## config.mk

```make
export PLATFORM = sky130hd
export DESIGN_NAME = eeprom_emu
export DESIGN_NICKNAME = d
export VERILOG_FILES = /design/src/rtl/eeprom_emu_pkg.sv /design/src/rtl/eeprom_words.sv /design/src/rtl/eeprom_serial.sv /design/src/rtl/eeprom_direct.sv /design/src/rtl/eeprom_emu.sv
export SDC_FILE = /design/constraint.sdc
export NUM_CORES = 1
export LEC_CHECK = 0
export BUFFER_PORTS_ARGS = -buffer_cell sky130_fd_sc_hd__buf_2
export CAP_MARGIN = 20
export CORE_MARGIN = 8
export CORE_UTILIZATION = 40
export DETAILED_ROUTE_END_ITERATION = 8
export PLACE_DENSITY = 0.68
export SLEW_MARGIN = 25
export SYNTH_ARGS = -nofsm -noshare
export SYNTH_HDL_FRONTEND = slang
export SYNTH_SLANG_ARGS = --single-unit
```

## constraint.sdc

```tcl
create_clock -name clk -period 3.4 [get_ports clk]
set_input_delay 0.51 -clock clk [delete_from_list [all_inputs] [get_ports clk]]
set_output_delay 0.51 -clock clk [all_outputs]
set_load 0.02 [all_outputs]
```

## src/rtl/eeprom_emu_pkg.sv

```systemverilog
package eeprom_emu_pkg;
  localparam int WORD_W = 16;
  localparam int OP_W   = 8;
  localparam int BADR_W = 16;
  localparam logic [OP_W-1:0] OP_READ = 8'h03;

  // bit-bang register fields
  localparam int F_SCLK = 0;
  localparam int F_CS   = 1;
  localparam int F_SDI  = 2;
  localparam int F_SDO  = 3;
  localparam int F_REQ  = 4;
  localparam int F_GNT  = 5;

  // lookup register fields
  localparam int F_START = 0;
  localparam int F_DONE  = 1;
  localparam int F_IDX   = 8;
  localparam int F_DATA  = 16;

  function automatic logic [WORD_W-1:0] word_at(logic [31:0] idx,
                                                logic [WORD_W-1:0] seed,
                                                int unsigned depth);
    logic [31:0] prod;
    if (idx >= depth) return '0;
    prod = idx * 32'd257;
    return prod[WORD_W-1:0] ^ seed;
  endfunction
endpackage

```

## src/rtl/eeprom_words.sv

```systemverilog
module eeprom_words
  import eeprom_emu_pkg::*;
#(
  parameter int unsigned DEPTH = 64,
  parameter logic [WORD_W-1:0] SEED = 16'hA5C3,
  parameter int unsigned NPORT = 2,
  parameter int unsigned IW = 15
) (
  input  logic [NPORT-1:0][IW-1:0]     idx,
  output logic [NPORT-1:0][WORD_W-1:0] word
);
  for (genvar p = 0; p < NPORT; p++) begin : g_port
    assign word[p] = word_at(32'(idx[p]), SEED, DEPTH);
  end
endmodule

```

## src/rtl/eeprom_serial.sv

```systemverilog
module eeprom_serial
  import eeprom_emu_pkg::*;
(
  input  logic              clk,
  input  logic              rst_n,
  input  logic              wr,
  input  logic              w_sclk,
  input  logic              w_cs,
  input  logic              w_sdi,
  input  logic              w_req,
  output logic [BADR_W-2:0] word_idx,
  input  logic [WORD_W-1:0] word,
  output logic              sclk,
  output logic              cs,
  output logic              sdi,
  output logic              sdo,
  output logic              req
);
  localparam int HDR_N  = OP_W + BADR_W;
  localparam int HCNT_W = $clog2(HDR_N + 1);
  localparam int DCNT_W = $clog2(WORD_W + 1);
  localparam logic [HCNT_W-1:0] OP_END  = HCNT_W'(OP_W);
  localparam logic [HCNT_W-1:0] HDR_END = HCNT_W'(HDR_N);
  localparam logic [DCNT_W-1:0] DAT_END = DCNT_W'(WORD_W);

  logic [HCNT_W-1:0] hdr_cnt;
  logic [DCNT_W-1:0] dat_cnt;
  logic [OP_W-1:0]   op_q;
  logic [BADR_W-1:0] adr_q;
  logic              rise;
  logic [DCNT_W-1:0] bit_sel;

  assign rise     = wr && w_cs && !sclk && w_sclk;
  assign word_idx = adr_q[BADR_W-1:1];
  assign bit_sel  = DAT_END - 1'b1 - dat_cnt;

  always_ff @(posedge clk) begin
    if (!rst_n) begin
      sclk <= 1'b0; cs <= 1'b0; sdi <= 1'b0; req <= 1'b0; sdo <= 1'b0;
      hdr_cnt <= '0; dat_cnt <= '0; op_q <= '0; adr_q <= '0;
    end else if (wr) begin
      sclk <= w_sclk; cs <= w_cs; sdi <= w_sdi; req <= w_req;
      if (!w_cs) begin
        hdr_cnt <= '0; dat_cnt <= '0; op_q <= '0; adr_q <= '0; sdo <= 1'b0;
      end else if (rise) begin
        if (hdr_cnt < OP_END) begin
          op_q    <= {op_q[OP_W-2:0], w_sdi};
          hdr_cnt <= hdr_cnt + 1'b1;
          sdo     <= 1'b0;
        end else if (hdr_cnt < HDR_END) begin
          adr_q   <= {adr_q[BADR_W-2:0], w_sdi};
          hdr_cnt <= hdr_cnt + 1'b1;
          sdo     <= 1'b0;
        end else if (dat_cnt < DAT_END) begin
          sdo     <= (op_q == OP_READ) ? word[bit_sel[$clog2(WORD_W)-1:0]] : 1'b0;
          dat_cnt <= dat_cnt + 1'b1;
        end else begin
          sdo <= 1'b0;
        end
      end
    end
  end
endmodule

```

## src/rtl/eeprom_direct.sv

```systemverilog
module eeprom_direct
  import eeprom_emu_pkg::*;
#(
  parameter int unsigned DR_AW = 8
) (
  input  logic              clk,
  input  logic              rst_n,
  input  logic              wr,
  input  logic              w_start,
  input  logic [DR_AW-1:0]  w_idx,
  input  logic [WORD_W-1:0] word,
  output logic              done,
  output logic [DR_AW-1:0]  idx,
  output logic [WORD_W-1:0] data
);
  always_ff @(posedge clk) begin
    if (!rst_n) begin
      done <= 1'b0; idx <= '0; data <= '0;
    end else if (wr) begin
      idx <= w_idx;
      if (w_start) begin
        data <= word;
        done <= 1'b1;
      end else begin
        done <= 1'b0;
      end
    end
  end
endmodule

```

## src/rtl/eeprom_emu.sv

```systemverilog
module eeprom_emu
  import eeprom_emu_pkg::*;
#(
  parameter int unsigned DEPTH = 64,
  parameter logic [15:0] SEED  = 16'hA5C3,
  parameter int unsigned DR_AW = 8
) (
  input  logic        clk,
  input  logic        rst_n,
  input  logic        wr_en,
  input  logic        wr_sel,
  input  logic [31:0] wr_data,
  input  logic        rd_en,
  input  logic        rd_sel,
  output logic        rd_valid,
  output logic [31:0] rd_data
);
  localparam int IW = BADR_W - 1;

  logic [1:0][IW-1:0]     w_idx;
  logic [1:0][WORD_W-1:0] w_word;
  logic [IW-1:0]          ser_idx;
  logic ser_sclk, ser_cs, ser_sdi, ser_sdo, ser_req, ser_gnt;
  logic                   dr_done;
  logic [DR_AW-1:0]       dr_idx;
  logic [WORD_W-1:0]      dr_data;
  logic [DR_AW-1:0]       wr_idx;
  logic [31:0]            rd_mux;

  assign wr_idx   = wr_data[F_IDX +: DR_AW];
  assign w_idx[0] = ser_idx;
  assign w_idx[1] = IW'(wr_idx);
  assign ser_gnt  = ser_req;

  eeprom_words #(.DEPTH(DEPTH), .SEED(SEED), .NPORT(2), .IW(IW)) u_words (
    .idx(w_idx), .word(w_word)
  );

  eeprom_serial u_serial (
    .clk(clk), .rst_n(rst_n), .wr(wr_en && !wr_sel),
    .w_sclk(wr_data[F_SCLK]), .w_cs(wr_data[F_CS]),
    .w_sdi(wr_data[F_SDI]), .w_req(wr_data[F_REQ]),
    .word_idx(ser_idx), .word(w_word[0]),
    .sclk(ser_sclk), .cs(ser_cs), .sdi(ser_sdi), .sdo(ser_sdo), .req(ser_req)
  );

  eeprom_direct #(.DR_AW(DR_AW)) u_direct (
    .clk(clk), .rst_n(rst_n), .wr(wr_en && wr_sel),
    .w_start(wr_data[F_START]), .w_idx(wr_idx), .word(w_word[1]),
    .done(dr_done), .idx(dr_idx), .data(dr_data)
  );

  always_comb begin
    rd_mux = '0;
    if (rd_sel) begin
      rd_mux[F_DONE]             = dr_done;
      rd_mux[F_IDX +: DR_AW]     = dr_idx;
      rd_mux[F_DATA +: WORD_W]   = dr_data;
    end else begin
      rd_mux[F_SCLK] = ser_sclk;
      rd_mux[F_CS]   = ser_cs;
      rd_mux[F_SDI]  = ser_sdi;
      rd_mux[F_SDO]  = ser_sdo;
      rd_mux[F_REQ]  = ser_req;
      rd_mux[F_GNT]  = ser_gnt;
    end
  end

  always_ff @(posedge clk) begin
    if (!rst_n) begin
      rd_valid <= 1'b0;
      rd_data  <= '0;
    end else begin
      rd_valid <= rd_en;
      if (rd_en) rd_data <= rd_mux;
    end
  end
endmodule

```

==> run metrics, run 1 <==
Die Span Y 113.1 um; routability cong. between 0.7 and 0.8; Setup violations, final 0; RR Endpoint u_serial.sdo$_SDFFE_PN0P_; worst r2r src u_serial.adr_q[3]$_SDFFE_PN0P_; CTS Sinks 84; Final min period 2594 ps; Worst Tran Pin Value between 800 and 900 ps; number of distinct library cells after synthesis 52; port bufs 48; H-tree levels 3; Slew HR 42.53%; CTS root buffer clkbuf_8; CORE AREA a little over 9000 um2; worst skew pair latency ~360 ps; Clock Path Buffers 2; Worst Setup EP u_serial.sdo$_SDFFE_PN0P_; area grow syn2layout 12.48%; CP endpoint kind flip-flop; num rows 35; Ys Warns 0; most frequent cell after synthesis dfxtp_1; share of flip-flops with an asynchronous set or reset 0%; Core Util, Final 46.11%; fraction of layout cells with a size suffix above 1 16.36%; Max Clock Skew between 10 and 15 ps; Fmax between 300 and 400 MHz; Initial Util around two fifths; ranking of synthesized cells by area dfxtp_1 (45%), ha_1 (6.6%), a21boi_0 (4.8%); Multi-input gate area between 1500 and 2000 um2; Hold Fails Final Rpt 0; Antenna Cells 0; hpwl dp roughly 5700 um; commonest cells in the netlist dfxtp_1 (84), nand2_1 (43), nor2b_1 (25), a21boi_0 (24), a22oi_1 (22); fin crit share about 76%; CP required between 3000 and 4000 ps; max cap viols 0; Synth top area share between 40 and 50%; vias after detailed routing approximately 2900; CTS Buf Count 9; Setup Buffers After CTS 0; Initial DRC Count ~170; first-pass GRT wire length around 13000 um; register area 1682 um2; total grt overflow 0; die area around 13000 um2; nets 489; status finished clean; Syn Std Cell Area ~3800 um2; crit path kind reg -> reg; Worst Hold Slack between 400 and 500 ps; largest net degree at the start of global routing between 40 and 50; Clock transition at path regs ~90 ps; WL/cell 14.56 um; hold buffers post-CTS 0; Vias/cell 5.308; Post-route DRC 0; CP startpoint kind flip-flop; Worst R2R Setup Slack a little over 800 ps; setup TNS 0 ps; CTS tree yes; Initial DRT Pass Iterations 4; Seq/Total Area, Yosys 44.61%; area leader, netlist dfxtp_1; syn avg cell area ~9.4 um2; # IOs 71; cts repair resizes 0; Cells after Synth between 300 and 400; number of fill cells 866; R2R depth 11; worst hold path type in -> reg; Worst Path Arrival about 2800 ps; antenna violations before repair 0; #FFs+latches synth 84; unrepaired setup endpoints after global routing no; Routed Antenna Nets 0; GR Util All Layers approximately 13%; CP Max Fanout 4; PD cells between 400 and 500 nW/um2; crit path launch u_serial.adr_q[3]$_SDFFE_PN0P_; Lkg Pwr between 1.5 and 2 nW; ys flop type dfxtp_1; EDFF count, synth 0; worst vdd ir 0.2131 mV; Die Width between 100 and 150 um; vias in the first global route roughly 2700; Max Transition Viols Final 0; routed wire length a little under 8000 um
-- placed cells by master, fill, tap and decap left out, types with 3 or more instances in the layout --
master / n
buf_2: 48
nand2b_1: 6
bufinv_16: 3
nand2_1: 43
clkbuf_8: 9
xnor2_1: 4
ha_1: 20
nand3_1: 20
a21oi_1: 3
and3_1: 6
nor2b_1: 25
dfxtp_1: 84
mux2i_1: 4
a22oi_1: 22
inv_1: 14
o21ai_0: 9
and2_1: 11
nor2_1: 12
nor3_1: 3
a21boi_0: 24
a22o_1: 18
xor2_1: 5
o22ai_1: 4
-- flip-flops by register name (all words and copies together) (netlist names), 5 cells and up --
signal	flops
rd_data	24
u_direct.idx	8
u_direct.data	11
u_serial.adr_q	16
u_serial.hdr_cnt	5
u_serial.dat_cnt	5
u_serial.op_q	8
-- per-layer routing --
layer / GRT usage (%) / share of wire, % / up-vias
li1: - / - / 1456
met1: 15.66 / 47 / 1348
met2: 20.32 / 46 / 71
met3: 3.940 / 5.9 / 18
met4: 4.973 / 1.7 / 0
met5: 0 / 0 / -
-- critical path: stages, from the launching register on --
cell and delay, ps:
dfxtp_1 350, ha_1 300, ha_1 280, ha_1 170, inv_1 60, fa_1 390, nand2b_1 160, a21oi_1 170
mux2i_1 180, o311ai_0 150, o211ai_1 210, nand2_1 70
-- layout make-up --
class                      count  area share, %
sequential                    84          39.66
tap                          111          3.275
timing repair buffer          50          6.019
inverter                      14          1.239
clock buffer                   9          2.921
clock inverter                 6          2.685
multi-input combinational    271          44.20
-- cell families after synthesis --
group                      after synthesis  synth area share (%)
and+or+nand+nor                        138                 19.18
AOI/OAI and AO/OA                       95                 18.82
DFF                                     84                 44.61
buffers and inverters                   45                 5.774
adders and majority gates               21                 7.169
xor gates and xnor gates                 9                 2.091
muxes                                    6                 2.257
other                                    1               0.09947
-- worst min path at each step --
stage / cells past startpoint / slack, ps / end / from
2_1_floorplan: 2 / 440 / u_serial.cs$_SDFFE_PN0P_ / u_serial.cs$_SDFFE_PN0P_
3_3_place_gp: 2 / 450 / u_serial.cs$_SDFFE_PN0P_ / u_serial.cs$_SDFFE_PN0P_
3_5_place_dp: 1 / 450 / rd_data[24]$_SDFFE_PN0P_ / u_direct.data[8]$_SDFFE_PN0P_
4_1_cts: 3 / 410 / u_serial.req$_SDFFE_PN0P_ / wr_data[4]
5_1_grt: 3 / 440 / u_serial.req$_SDFFE_PN0P_ / wr_data[4]
6_report: 3 / 410 / u_serial.req$_SDFFE_PN0P_ / wr_data[4]
-- metrics by stage --
step                power [W]  setup slack [ps]  std cells  cell area [um2]
floorplan            0.001094              1007        400             3774
global placement     0.001124             831.6        530             4003
detailed placement   0.001126             793.4        530             4003
CTS                  0.001956             778.3        545             4240
global route         0.002016             636.4        545             4240
finish               0.001944             806.4        545             4240
-- power breakdown --
group	total [W]	internal, W	switching (W)
combinational	0.0000989	0.0000333	0.0000656
clock	0.000842	0.000485	0.000357
sequential	0.00100	0.000996	0.00000675
No activity file was read; power rests on OpenSTA's default activity.
==> run 2: changes to the inputs <==
Clock period 3.4 ns to 2.5 ns, I/O delays scaled along.
==> run 2 against run 1 <==
Count of clock-buffer cells in the layout stayed put; worst hold slack worse by 120 ps; fmax is 9.7% higher; clock skew is 3.8 ps lower; register-to-register slack worse by 670 ps; global-route usage hardly changed; clock power is 18% higher; die area stayed put.
==> run metrics, run 2 (synthesized netlist as in run 1, its figures left out) <==
max reg flops 24; CP max stage cell fa_2; crit path cell chain ha_4 -> ha_4 -> ha_4 -> inv_1 -> fa_2 -> nand2b_4 -> a21oi_4 -> mux2i_1 -> o311ai_1 -> o211ai_1 -> nand2_1; PD cells ~560 nW/um2; Setup violations, final 0; final std cells w/o fill 559; CTS Sinks 84; H-tree levels 3; crit path kind reg -> reg; area grow syn2layout 17.42%; port bufs between 40 and 50; Post-route DRC 0; CP required 2740 ps; WL/cell 14.71 um; CTS tree yes; Vias/cell around 5.2; Slew HR between 50% and 60%; Max stage delay on crit path 370 ps; Lkg Pwr 1.775 nW; Die Width ~110 um; vias after detailed routing a little under 3000; placed cells 542; Max Clock Skew about 11 ps; status finished clean; die area roughly 13000 um2; GR Util All Layers about 13%; routability cong. 0.7995; CORE AREA about 9000 um2; Fmax about 420 MHz; total grt overflow 0; Worst Hold Slack 291.6 ps; fin crit share 94.61%; leading cell types in the layout, fill and taps excluded dfxtp_1 (80), buf_2 (48), nand2_1 (43), nor2b_1 (25), a21boi_0 (24); Initial DRC Count 132; Final min period between 2000 and 2500 ps; CP endpoint kind flip-flop; max cap viols 0; Largest Register rd_data; Clock Path Buffers 2; number of fill cells ~870; num rows 35; biggest regs rd_data x24, u_serial.adr_q x16, u_direct.data x11; Die Span Y ~110 um; hpwl dp 5899 um; Antenna Cells 0; Worst R2R Setup Slack ~130 ps; Design Area, Final roughly 4400 um2; # IOs 71; CP Max Fanout 2; Clock transition at path regs around 90 ps; first-pass GRT wire length 13560 um; CP dominant cell by count ha_4; Initial Util around two fifths; CTS root buffer clkbuf_8; worst hold path type in -> reg; nets 502; Routed Antenna Nets 0; CTS Buf Count 9; worst skew pair latency 340 ps; Worst Tran Pin Value ~670 ps; CP startpoint kind flip-flop; hold buffers post-CTS 0; Hold Fails Final Rpt 0; Largest delay share family, worst path adder cells; Core Util, Final 48.14%; Max Transition Viols Final 0; antenna violations before repair 0; Initial DRT Pass Iterations 4; placed inst area around 4100 um2; fraction of layout cells with a size suffix above 1 between 20% and 30%; commonest non-fill, non-tap cell in the layout dfxtp_1; Worst Path Arrival ~2600 ps; largest net degree at the start of global routing 31; routed wire length between 8000 and 9000 um; WP buf/inv 1; vias in the first global route 2866; worst vdd ir 0.3647 mV
==> run 2: cell count changes in the layout (fill, tap and decap cells not counted), moves of 2 or more <==
cell       delta
buf_4        +13
ha_1          -8
inv_6         +3
ha_4          +7
dfxtp_2       +3
a21oi_1       -2
dfxtp_1       -4
bufinv_16     -2
==> run 2: metrics by stage <==
step	setup slack (ps)	total power (W)	TNS (ps)
3_3_place_gp	6.187	0.001532	0
6_report	134.8	0.002496	0
3_5_place_dp	-61.63	0.001535	-61.63
2_1_floorplan	107.4	0.001488	0
4_1_cts	15.51	0.002523	0
5_1_grt	-1.569	0.002603	-1.569
==> run 2: final timing paths <==
path,from,to,depth (start not counted)
min reg2reg,u_direct.idx[2]$_SDFFE_PN0P_,u_direct.idx[2]$_SDFFE_PN0P_,2
max,u_serial.adr_q[3]$_SDFFE_PN0P_,u_serial.sdo$_SDFFE_PN0P_,11
max reg2reg,u_serial.adr_q[3]$_SDFFE_PN0P_,u_serial.sdo$_SDFFE_PN0P_,11
min,wr_data[4],u_serial.req$_SDFFE_PN0P_,3
==> run 2: area by class of cell <==
type	instances	area, um2	share of cell area (%)
clock buffers	9	123.9	2.798
clock inverters	7	80.08	1.809
inverters	14	52.55	1.187
multi-input cells	271	1989	44.94
flip-flops and latches	84	1689	38.16
well taps	111	138.9	3.137
repair buffers	63	352.8	7.971
==> run 2: report_power, final <==
part / leakage, nW / total (W) / switching [W] / internal, W
combinational: 0.991 / 0.000138 / 0.0000900 / 0.0000479
sequential: 0.681 / 0.00136 / 0.00000916 / 0.00135
clock: 0.103 / 0.000995 / 0.000517 / 0.000478
total: 1.78 / 0.00250 / 0.000616 / 0.00188
==> run 2: repair_timing <==
action | in CTS | in global routing
setup buffers | 0 | 1
hold endpoints to repair | 0 | 0
setup endpoints to repair | 1 | 1
resized for setup | 3 | 19
gates cloned | 0 | 0
pin swaps | 1 | 7
==> run 2: tightest hold or removal path, cell delays in order <==
cell      delay (ps)
buf_2            100
nand2_1           50
a21boi_0          70
==> run 2: layer usage <==
metal,share of wire [%],track usage (%),up-vias
li1,-,-,1483
met5,0,0,-
met4,0.91,3.464,0
met3,5.2,3.035,11
met2,47,21.19,53
met1,47,15.98,1379
==> run 3: changes to the inputs <==
Settings changed: CORE_UTILIZATION 40 to 46, PLACE_DENSITY 0.68 to 0.75.
==> run 3 against run 2 <==
Fmax decreased by 1.5%; sequential share of layout area increased by 0.69 points; first-iteration DRC count increased by 38%; design area decreased by 1.8%; total power decreased by 3.3%; die area decreased by 11%; register-to-register slack got worse by 40 ps; worst hold slack got worse by 22 ps; cell count decreased by 1.4%; worst setup slack got worse by 35 ps; critical path depth decreased by 2; critical endpoint unchanged.
==> run metrics, run 3 (synthesized netlist as in run 1, its figures left out) <==
nets 500; PD cells about 560 nW/um2; port bufs 48; CP Max Fanout 4; num rows 33; CORE AREA about 8100 um2; largest net degree at the start of global routing between 50 and 60; CP startpoint kind flip-flop; Hold Fails Final Rpt 0; CTS root buffer clkbuf_8; routability cong. roughly 0.8; commonest non-fill, non-tap cell in the layout dfxtp_1; met1 Use GR 17.93%; CTS tree yes; Initial DRT Pass Iterations 4; Max Transition Viols Final 0; Design Area, Final around 4300 um2; Final min period 2400 ps; worst skew pair latency roughly 350 ps; vias after detailed routing slightly below 3000; Antenna Cells 0; CTS Buf Count 9; crit path kind reg -> reg; Final Total Pwr around 0.0024 W; first-pass GRT wire length 13970 um; status finished clean; routed wire length about 8000 um; biggest regs rd_data x24, u_serial.adr_q x16, u_direct.data x11; Post-route DRC 0; fraction of layout cells with a size suffix above 1 21.97%; Clock transition at path regs approximately 90 ps; Die Span Y roughly 110 um; Initial DRC Count around 180; busiest layer in global routing met2; GR Util All Layers between 10% and 20%; HP Start wr_data[4]; die area 11350 um2; placed inst area 4070 um2; worst vdd ir between 0.2 and 0.25 mV; vias in the first global route about 2900; CP required approximately 2800 ps; antenna violations before repair 0; area grow syn2layout 15.33%; max reg flops 24; met3 Use GR 4.114%; Die Width between 100 and 150 um; Worst Tran Pin Value 622.7 ps; WL/cell 14.70 um; Worst Hold Slack about 270 ps; fin crit share 96.01%; max cap viols 0; Setup violations, final 0; H-tree levels 3; Clock Path Buffers 2; Largest Register rd_data; CP endpoint kind flip-flop; Max Clock Skew between 9 and 10 ps; Lkg Pwr between 1.5 and 2 nW; Fmax 416.6 MHz; total grt overflow 0; # IOs 71; leading cell types in the layout, fill and taps excluded dfxtp_1 (80), buf_2 (48), nand2_1 (43), nor2b_1 (25), a21boi_0 (24); Routed Antenna Nets 0; crit path launch u_serial.adr_q[2]$_SDFFE_PN0P_; Slew HR about three fifths; hpwl dp 5657 um; Core Util, Final between 50% and 60%; Worst Path Arrival about 2700 ps; Vias/cell around 5.3; M2 GR Usage 25.11%; Initial Util 46.58%; worst hold path type in -> reg; worst r2r src u_serial.adr_q[2]$_SDFFE_PN0P_; CTS Sinks 84
## run 3: cell types whose count changed in the layout (fill, tap and decap cells not counted), sizes merged
cell / previous run / this run
inv: 18 / 15
buf: 63 / 61
clkinvlp: 1 / 3
bufinv: 1 / 0
clkbuf: 9 / 10
clkinv: 1 / 2
## run 3: per-layer routing
layer / vias up / part of all wire, %
li1: 1483 / -
met1: 1380 / 47
met2: 60 / 48
met3: 9 / 4.6
met4: 0 / 0.94
met5: - / 0
## run 3: what timing repair did
item,4_1_cts,5_1_grt
resized for setup,2,16
buffers inserted,0,1
pin swaps,1,6
hold buffers,0,0
endpoints found under the setup margin,1,1
cloned,0,0
## run 3: metrics by stage
step                      cells  TNS (ps)  setup WS (ps)
after CTS                   550         0          13.31
after detailed placement    534         0          4.987
final                       551         0          99.72
after floorplan             400         0          107.4
after global routing        551    -19.28         -19.28
after global placement      534         0          17.56
## run 3: power breakdown
part	total [W]	internal [W]	switching, W
logic	0.000136	0.0000471	0.0000891
registers	0.00136	0.00135	0.00000932
clock network	0.000914	0.000395	0.000519
## run 3: worst max-delay path: stages, from the launching register on
cell and delay (ps):
dfxtp_4 370, ha_2 270, ha_1 230, ha_4 170, inv_1 80, fa_2 450, mux4_2 480, a21oi_2 150
o211ai_1 100, nand2_1 70
## run 3: final cells by class
type / instances / area, um2
fillers: 746 / 3745
flip-flops and latches: 84 / 1689
multi-input cells: 271 / 1951
inverters: 14 / 52.55
clock inverters: 6 / 48.80
repair buffers: 61 / 337.8
clock buffers: 10 / 137.6
well taps: 105 / 131.4
## run 3: path summary, 6_finish.rpt
check,cells after the start,end,slack (ps)
min,3,u_serial.req$_SDFFE_PN0P_,270
max reg2reg,9,u_serial.sdo$_SDFFE_PN0P_,100
min reg2reg,2,u_direct.idx[0]$_SDFFE_PN0P_,470
max,9,u_serial.sdo$_SDFFE_PN0P_,100
